--- src/rtl/pitch_tame_pkg.sv ---
package pitch_tame_pkg;

    localparam int GAIN_W = 16;
    localparam int ERR_W  = 32;

    localparam logic signed [GAIN_W-1:0] GAIN_CAP_Q14 = 16'sd15565;
    localparam logic [ERR_W-1:0]         ERR_LIMIT    = 32'd983040000;

    typedef struct packed {
        logic                     tame;
        logic signed [GAIN_W-1:0] gain;
    } judge_t;

    function automatic int zone_upper(input int idx, input int span, input int last_zone);
        int z;
        z = idx / span + 1;
        return (z > last_zone) ? last_zone : z;
    endfunction

endpackage

--- src/rtl/lag_rounder.sv ---
module lag_rounder #(
    parameter int LAG_W    = 8,
    parameter int FRAC_W   = 3,
    parameter int LAG_BASE = 50,
    parameter int TAB_LEN  = 96,
    parameter int IDX_W    = 7
) (
    input  logic [LAG_W-1:0]         lag_int,
    input  logic signed [FRAC_W-1:0] lag_frac,
    output logic [LAG_W:0]           rounded,
    output logic [IDX_W-1:0]         idx
);
    localparam logic [LAG_W:0] BASE_V = (LAG_W+1)'(LAG_BASE);
    localparam logic [LAG_W:0] LAST_V = (LAG_W+1)'(TAB_LEN - 1);

    logic           frac_up;
    logic [LAG_W:0] offset;

    always_comb begin
        frac_up = (lag_frac > FRAC_W'(0));
        rounded = (LAG_W+1)'(lag_int) + (LAG_W+1)'(frac_up);
        offset  = rounded - BASE_V;
        if (rounded < BASE_V)
            idx = '0;
        else if (offset > LAST_V)
            idx = IDX_W'(LAST_V);
        else
            idx = IDX_W'(offset);
    end

    always_comb begin
        if (rounded >= BASE_V && offset <= LAST_V)
            assert_index_exact_R4: assert (IDX_W'(offset) == idx);
    end
endmodule

--- src/rtl/zone_rom.sv ---
module zone_rom #(
    parameter int TAB_LEN   = 96,
    parameter int ZONE_SPAN = 16,
    parameter int IDX_W     = 7,
    parameter int ZONE_W    = 3
) (
    input  logic [IDX_W-1:0]  idx,
    output logic [ZONE_W-1:0] zone_lo,
    output logic [ZONE_W-1:0] zone_hi
);
    import pitch_tame_pkg::*;

    localparam int LAST_ZONE = (TAB_LEN - 1) / ZONE_SPAN;

    logic [ZONE_W-1:0] lo_tab [TAB_LEN];
    logic [ZONE_W-1:0] hi_tab [TAB_LEN];

    for (genvar i = 0; i < TAB_LEN; i++) begin : g_entry
        assign lo_tab[i] = ZONE_W'(i / ZONE_SPAN);
        assign hi_tab[i] = ZONE_W'(zone_upper(i, ZONE_SPAN, LAST_ZONE));
    end

    always_comb begin
        if (int'(idx) < TAB_LEN) begin
            zone_lo = lo_tab[idx];
            zone_hi = hi_tab[idx];
        end else begin
            zone_lo = lo_tab[TAB_LEN-1];
            zone_hi = hi_tab[TAB_LEN-1];
        end
    end

    always_comb begin
        assert_zone_order_R6: assert (zone_lo <= zone_hi);
    end
endmodule

--- src/rtl/taming_judge.sv ---
module taming_judge
    import pitch_tame_pkg::*;
(
    input  logic [ERR_W-1:0]         err_level,
    input  logic signed [GAIN_W-1:0] gain_in,
    output judge_t                   verdict
);
    always_comb begin
        verdict.tame = (err_level > ERR_LIMIT);
        verdict.gain = gain_in;
        if (verdict.tame && gain_in > GAIN_CAP_Q14)
            verdict.gain = GAIN_CAP_Q14;
    end

    always_comb begin
        if (verdict.tame)
            assert_gain_capped_R8: assert (verdict.gain <= GAIN_CAP_Q14);
    end
endmodule

--- src/rtl/pitch_tame_unit.sv ---
module pitch_tame_unit
    import pitch_tame_pkg::*;
#(
    parameter int LAG_W     = 8,
    parameter int FRAC_W    = 3,
    parameter int LAG_BASE  = 50,
    parameter int TAB_LEN   = 96,
    parameter int ZONE_SPAN = 16,
    localparam int IDX_W    = $clog2(TAB_LEN),
    localparam int ZONE_W   = $clog2((TAB_LEN - 1) / ZONE_SPAN + 1)
) (
    input  logic                     clk,
    input  logic                     rst,
    input  logic                     in_valid,
    input  logic [LAG_W-1:0]         lag_int,
    input  logic signed [FRAC_W-1:0] lag_frac,
    input  logic [31:0]              err_level,
    input  logic signed [15:0]       gain_in,
    output logic                     out_valid,
    output logic [LAG_W:0]           lag_rounded,
    output logic [IDX_W-1:0]         tab_index,
    output logic [ZONE_W-1:0]        zone_lo,
    output logic [ZONE_W-1:0]        zone_hi,
    output logic                     tame_flag,
    output logic signed [15:0]       gain_out
);
    logic [LAG_W:0]    rnd_c;
    logic [IDX_W-1:0]  idx_c;
    logic [ZONE_W-1:0] zlo_c, zhi_c;
    judge_t            verdict_c;

    lag_rounder #(
        .LAG_W(LAG_W), .FRAC_W(FRAC_W), .LAG_BASE(LAG_BASE),
        .TAB_LEN(TAB_LEN), .IDX_W(IDX_W)
    ) u_round (
        .lag_int(lag_int), .lag_frac(lag_frac),
        .rounded(rnd_c), .idx(idx_c)
    );

    zone_rom #(
        .TAB_LEN(TAB_LEN), .ZONE_SPAN(ZONE_SPAN),
        .IDX_W(IDX_W), .ZONE_W(ZONE_W)
    ) u_rom (
        .idx(idx_c), .zone_lo(zlo_c), .zone_hi(zhi_c)
    );

    taming_judge u_judge (
        .err_level(err_level), .gain_in(gain_in), .verdict(verdict_c)
    );

    always_ff @(posedge clk) begin
        if (rst) begin
            out_valid   <= 1'b0;
            lag_rounded <= '0;
            tab_index   <= '0;
            zone_lo     <= '0;
            zone_hi     <= '0;
            tame_flag   <= 1'b0;
            gain_out    <= '0;
        end else begin
            out_valid <= in_valid;
            if (in_valid) begin
                lag_rounded <= rnd_c;
                tab_index   <= idx_c;
                zone_lo     <= zlo_c;
                zone_hi     <= zhi_c;
                tame_flag   <= verdict_c.tame;
                gain_out    <= verdict_c.gain;
            end
        end
    end

    assert_valid_rise_R2: assert property (@(posedge clk) disable iff (rst)
        in_valid |=> out_valid);
    assert_valid_fall_R2: assert property (@(posedge clk) disable iff (rst)
        !in_valid |=> !out_valid);
    assert_round_up_R3: assert property (@(posedge clk) disable iff (rst)
        (in_valid && lag_frac > FRAC_W'(0)) |=>
        lag_rounded == (LAG_W+1)'($past(lag_int)) + 1'b1);
    assert_index_bound_R5: assert property (@(posedge clk) disable iff (rst)
        out_valid |-> int'(tab_index) < TAB_LEN);
    assert_no_tame_pass_R8: assert property (@(posedge clk) disable iff (rst)
        (in_valid && err_level <= ERR_LIMIT) |=> (!tame_flag && gain_out == $past(gain_in)));
    assert_hold_R9: assert property (@(posedge clk) disable iff (rst)
        !in_valid |=> ($stable(gain_out) && $stable(tab_index) && $stable(tame_flag)));
endmodule

--- config.mk ---
export PLATFORM = sky130hd
export DESIGN_NAME = pitch_tame_unit
export DESIGN_NICKNAME = d
export VERILOG_FILES = /design/src/rtl/pitch_tame_pkg.sv /design/src/rtl/lag_rounder.sv /design/src/rtl/zone_rom.sv /design/src/rtl/taming_judge.sv /design/src/rtl/pitch_tame_unit.sv
export SDC_FILE = /design/constraint.sdc
export NUM_CORES = 1
export LEC_CHECK = 0
export ABC_AREA = 1
export CORE_ASPECT_RATIO = 1.1
export CORE_MARGIN = 2
export CORE_UTILIZATION = 55
export CTS_CLUSTER_SIZE = 10
export DETAILED_ROUTE_END_ITERATION = 7
export DONT_BUFFER_PORTS = 1
export HOLD_SLACK_MARGIN = 0.1
export PLACE_DENSITY = 0.81
export SETUP_SLACK_MARGIN = 0.02
export SLEW_MARGIN = 20
export SYNTH_ARGS = -nofsm -noshare
export SYNTH_HDL_FRONTEND = slang
export SYNTH_SLANG_ARGS = --single-unit
--- constraint.sdc ---
create_clock -name clk -period 6.8 [get_ports clk]
set_clock_uncertainty 0.15 [all_clocks]
set_input_delay 0.34 -clock clk [delete_from_list [all_inputs] [get_ports clk]]
set_output_delay 0.34 -clock clk [all_outputs]
set_load 0.01 [all_outputs]
==> impl_results.md <==
* Status: finished, final reports clean
* Post-synthesis net count at around 350
* Comb pwr share at 0.151
* Layout cells sized above 1 at 0.0954
* P_sw at between 0.0001 and 0.00015 W
* Post-route ant nets at 0
* CTS Root Cell: clkbuf_8
* Routability cong. at a little over 0.8
* First-pass GRT wire length at roughly 7.8 mm
* CP required at approximately 7 ns
* Startpoint Class: input port
* Netlist cell types at 33
* PortBufs at 0
* Drt first pass iters at 4
* Vias in the first global route at between 1.5k and 2k
* CTS tree: yes
* Crit path arrival time at roughly 2.8 ns
* Row count at 23
* Final setup violation count at 0
* Minimum clock period at between 2 and 3 ns
* Clock network power share at 0.361
* Clk sinks at 38
* CP peak stage delay at ~0.55 ns
* Initial antenna violation count at 1
* Clock Latency Late Sink at roughly 0.28 ns
* Final Cycle Share at 0.403
* Total gr overflow at 0
* Post-route DRC violation count at 0
* CP Class: in -> reg
* Setup TNS at 0 ns
* Slowest cell on the critical path: dlygate4sd3_1
* Fin nets at 370
* Max-cap violations at 0
* Total track usage at 0.252
* Io pins at just over 100
* Synthesized area per cell at 7.00 um2
* Net Sw Frac at 0.265
* P_int at 0.000389 W
* Clock-pin slew on the worst setup and hold paths at ~0.07 ns
* Number of synthesized register bits at 38
* Die Y at between 60 and 70 um
* Worst slew margin relative to its limit at 0.394
* Worst-margin pin slew at around 0.9 ns
* Synthesized area at around 2000 um2
* Final Max Slew Viols at 0
* Htree depth at 2
* Cts repair resizes at 0
* Peak Freq at 0.365 GHz
* Gate Count Post-Synth at approximately 290
* # Post-CTS Setup Buffers at 0
* Core Area at between 3000 and 4000 um2
* P_leak at 1.06 nW
* Highest fanout seen on the critical path at 6
* Hold Fails Final Rpt at 0
* P&R area growth vs syn at 16.6%
* Die width at 61.5 um
* Routed wire length at a little under 5 mm
* Largest net degree at the start of global routing at 16
* Cts hold-fix bufs at 19
* Iter 0 DRT Violations at 113
* Pwr Density at around 230 nW/um2
* Worst path cell trace: nor2_1 -> nor2_1 -> ha_1 -> ha_1 -> inv_1 -> nand2_1 -> nand2_1 -> inv_1 -> ha_1 -> nand2_1 -> nand3_2 -> nand2_1 -> nand2_1 -> nand2_2 -> nor2_8 -> nand4_2 -> o21ai_1 -> dlygate4sd3_1
* Num CTS Buffers at 5
* Drt wl/cell at 13.9 um
* CP most frequent cell: nand2_1
* Crit. End Element: flip-flop
* Clk buf depth at 2
* Final core utilization at 0.654
* Post-DP HPWL at ~3.6 mm
* Die area at approximately 4100 um2
* HP Class: in -> reg
* Ys Warns at 0
* Vias per cell at ~5.4
* Seq pwr share at 0.487
* Vias post-DR at around 1.9k
* RSZ-0062 raised after global routing: no
* Peak VDD IR at around 0.0001 V
* Sequential area share after synthesis at 0.380
* Initial Util at 0.561
-- layer usage --
metal	routed length [um]	global-route usage	vias up
met3	424	0.107	8
met4	89	0.122	0
met1	1910	0.252	861
li1	-	-	965
met5	0	0	-
met2	2530	0.439	90
-- final cells by class --
class                           count  area [um2]
Clock inverter                      1        30.0
Sequential cell                    38         761
Clock buffer                        6        82.6
Antenna cell                        1        2.50
Timing Repair Buffer               20         198
Multi-Input combinational cell    212        1100
Tap cell                           50        62.6
Inverter                           27         101
Fill cell                         318        1230
-- metrics by stage --
stage	setup slack [ns]	hold WS, ns	instances	total power [W]	cell area (um2)
2_1_floorplan	4.08	0.286	286	0.000320	2000
3_3_place_gp	3.98	0.288	328	0.000330	2030
3_5_place_dp	3.85	0.297	328	0.000333	2030
4_1_cts	4.07	0.107	354	0.000532	2330
5_1_grt	3.73	0.125	355	0.000555	2330
6_report	4.06	0.119	355	0.000529	2330
-- cell usage in the layout (no fill, tap or decap), types with 2 or more instances in the layout --
master         netlist  final
nand4_1              4      4
nand3_1             23     23
o21ai_0             22     22
clkbuf_8             0      6
dfxtp_1             38     38
a21oi_1             10     10
nand2_1             75     75
nor2_1              33     33
nand3_2              6      6
nor4_1               4      4
o21ai_1              7      7
nand2_4              2      2
dlygate4sd3_1        0     19
nand2_2              7      7
ha_1                 4      4
inv_1               26     26
-- final timing paths --
check,startpoint,slack (ns),end,cells after the start
worst max-delay path,lag_frac[0],4.06,zone_lo[1],18
worst min-delay path,in_valid,0.12,gain_out[12],2
worst max register to register,zone_lo[1],5.47,zone_lo[1],3
worst min register to register,tame_flag,0.36,tame_flag,2
-- cells in the mapped netlist, drive strengths merged --
cell type  number  area, um2
nand2          84        348
dfxtp          38        761
nor2           36        161
nand3          29        175
o21ai          29        145
inv            26       97.6
a21oi          10       50.1
clkbuf          5       18.8
nand4           5       37.5
buf             4       25.0
ha              4       50.1
nor4            4       25.0
xnor2           2       25.0
xor2            2       25.0
a22o            1       8.76
a31oi           1       6.26
clkinv          1       3.75
nand3b          1       7.51
nor4b           1       8.76
o2111ai         1       8.76
o211ai          1       7.51
o21bai          1       7.51
-- registers in the layout, summed over array words and instances (netlist names) --
register / cells
gain_out: 16
lag_rounded: 9
tab_index: 5
zone_hi: 3
zone_lo: 3
out_valid: 1
tame_flag: 1
-- power groups by stage --
stage | clock network, W | registers [W] | logic [W]
5_1_grt | 0.000204 | 0.000260 | 0.0000913
2_1_floorplan | 0 | 0.000259 | 0.0000615
3_5_place_dp | 0 | 0.000263 | 0.0000696
6_report | 0.000191 | 0.000258 | 0.0000800
4_1_cts | 0.000194 | 0.000258 | 0.0000796
3_3_place_gp | 0 | 0.000263 | 0.0000675
-- worst max-delay path, delay by kind of cell --
| kind | cells | cell delay (ns) |
|---|---|---|
| buffers and inverters | 3 | 0.68 |
| AO/OA/AOI/OAI | 1 | 0.13 |
| AND/OR/NAND/NOR | 11 | 0.93 |
| adder cells (fa/ha/maj) | 3 | 0.73 |
-- cell families after synthesis --
family / count (synthesis) / synth area share
compound gates: 44 / 0.117
xor+xnor: 4 / 0.0250
fa+ha+maj: 4 / 0.0250
buf+inv: 36 / 0.0725
flops: 38 / 0.380
simple gates: 160 / 0.381
(Power assumes the default switching activity.)
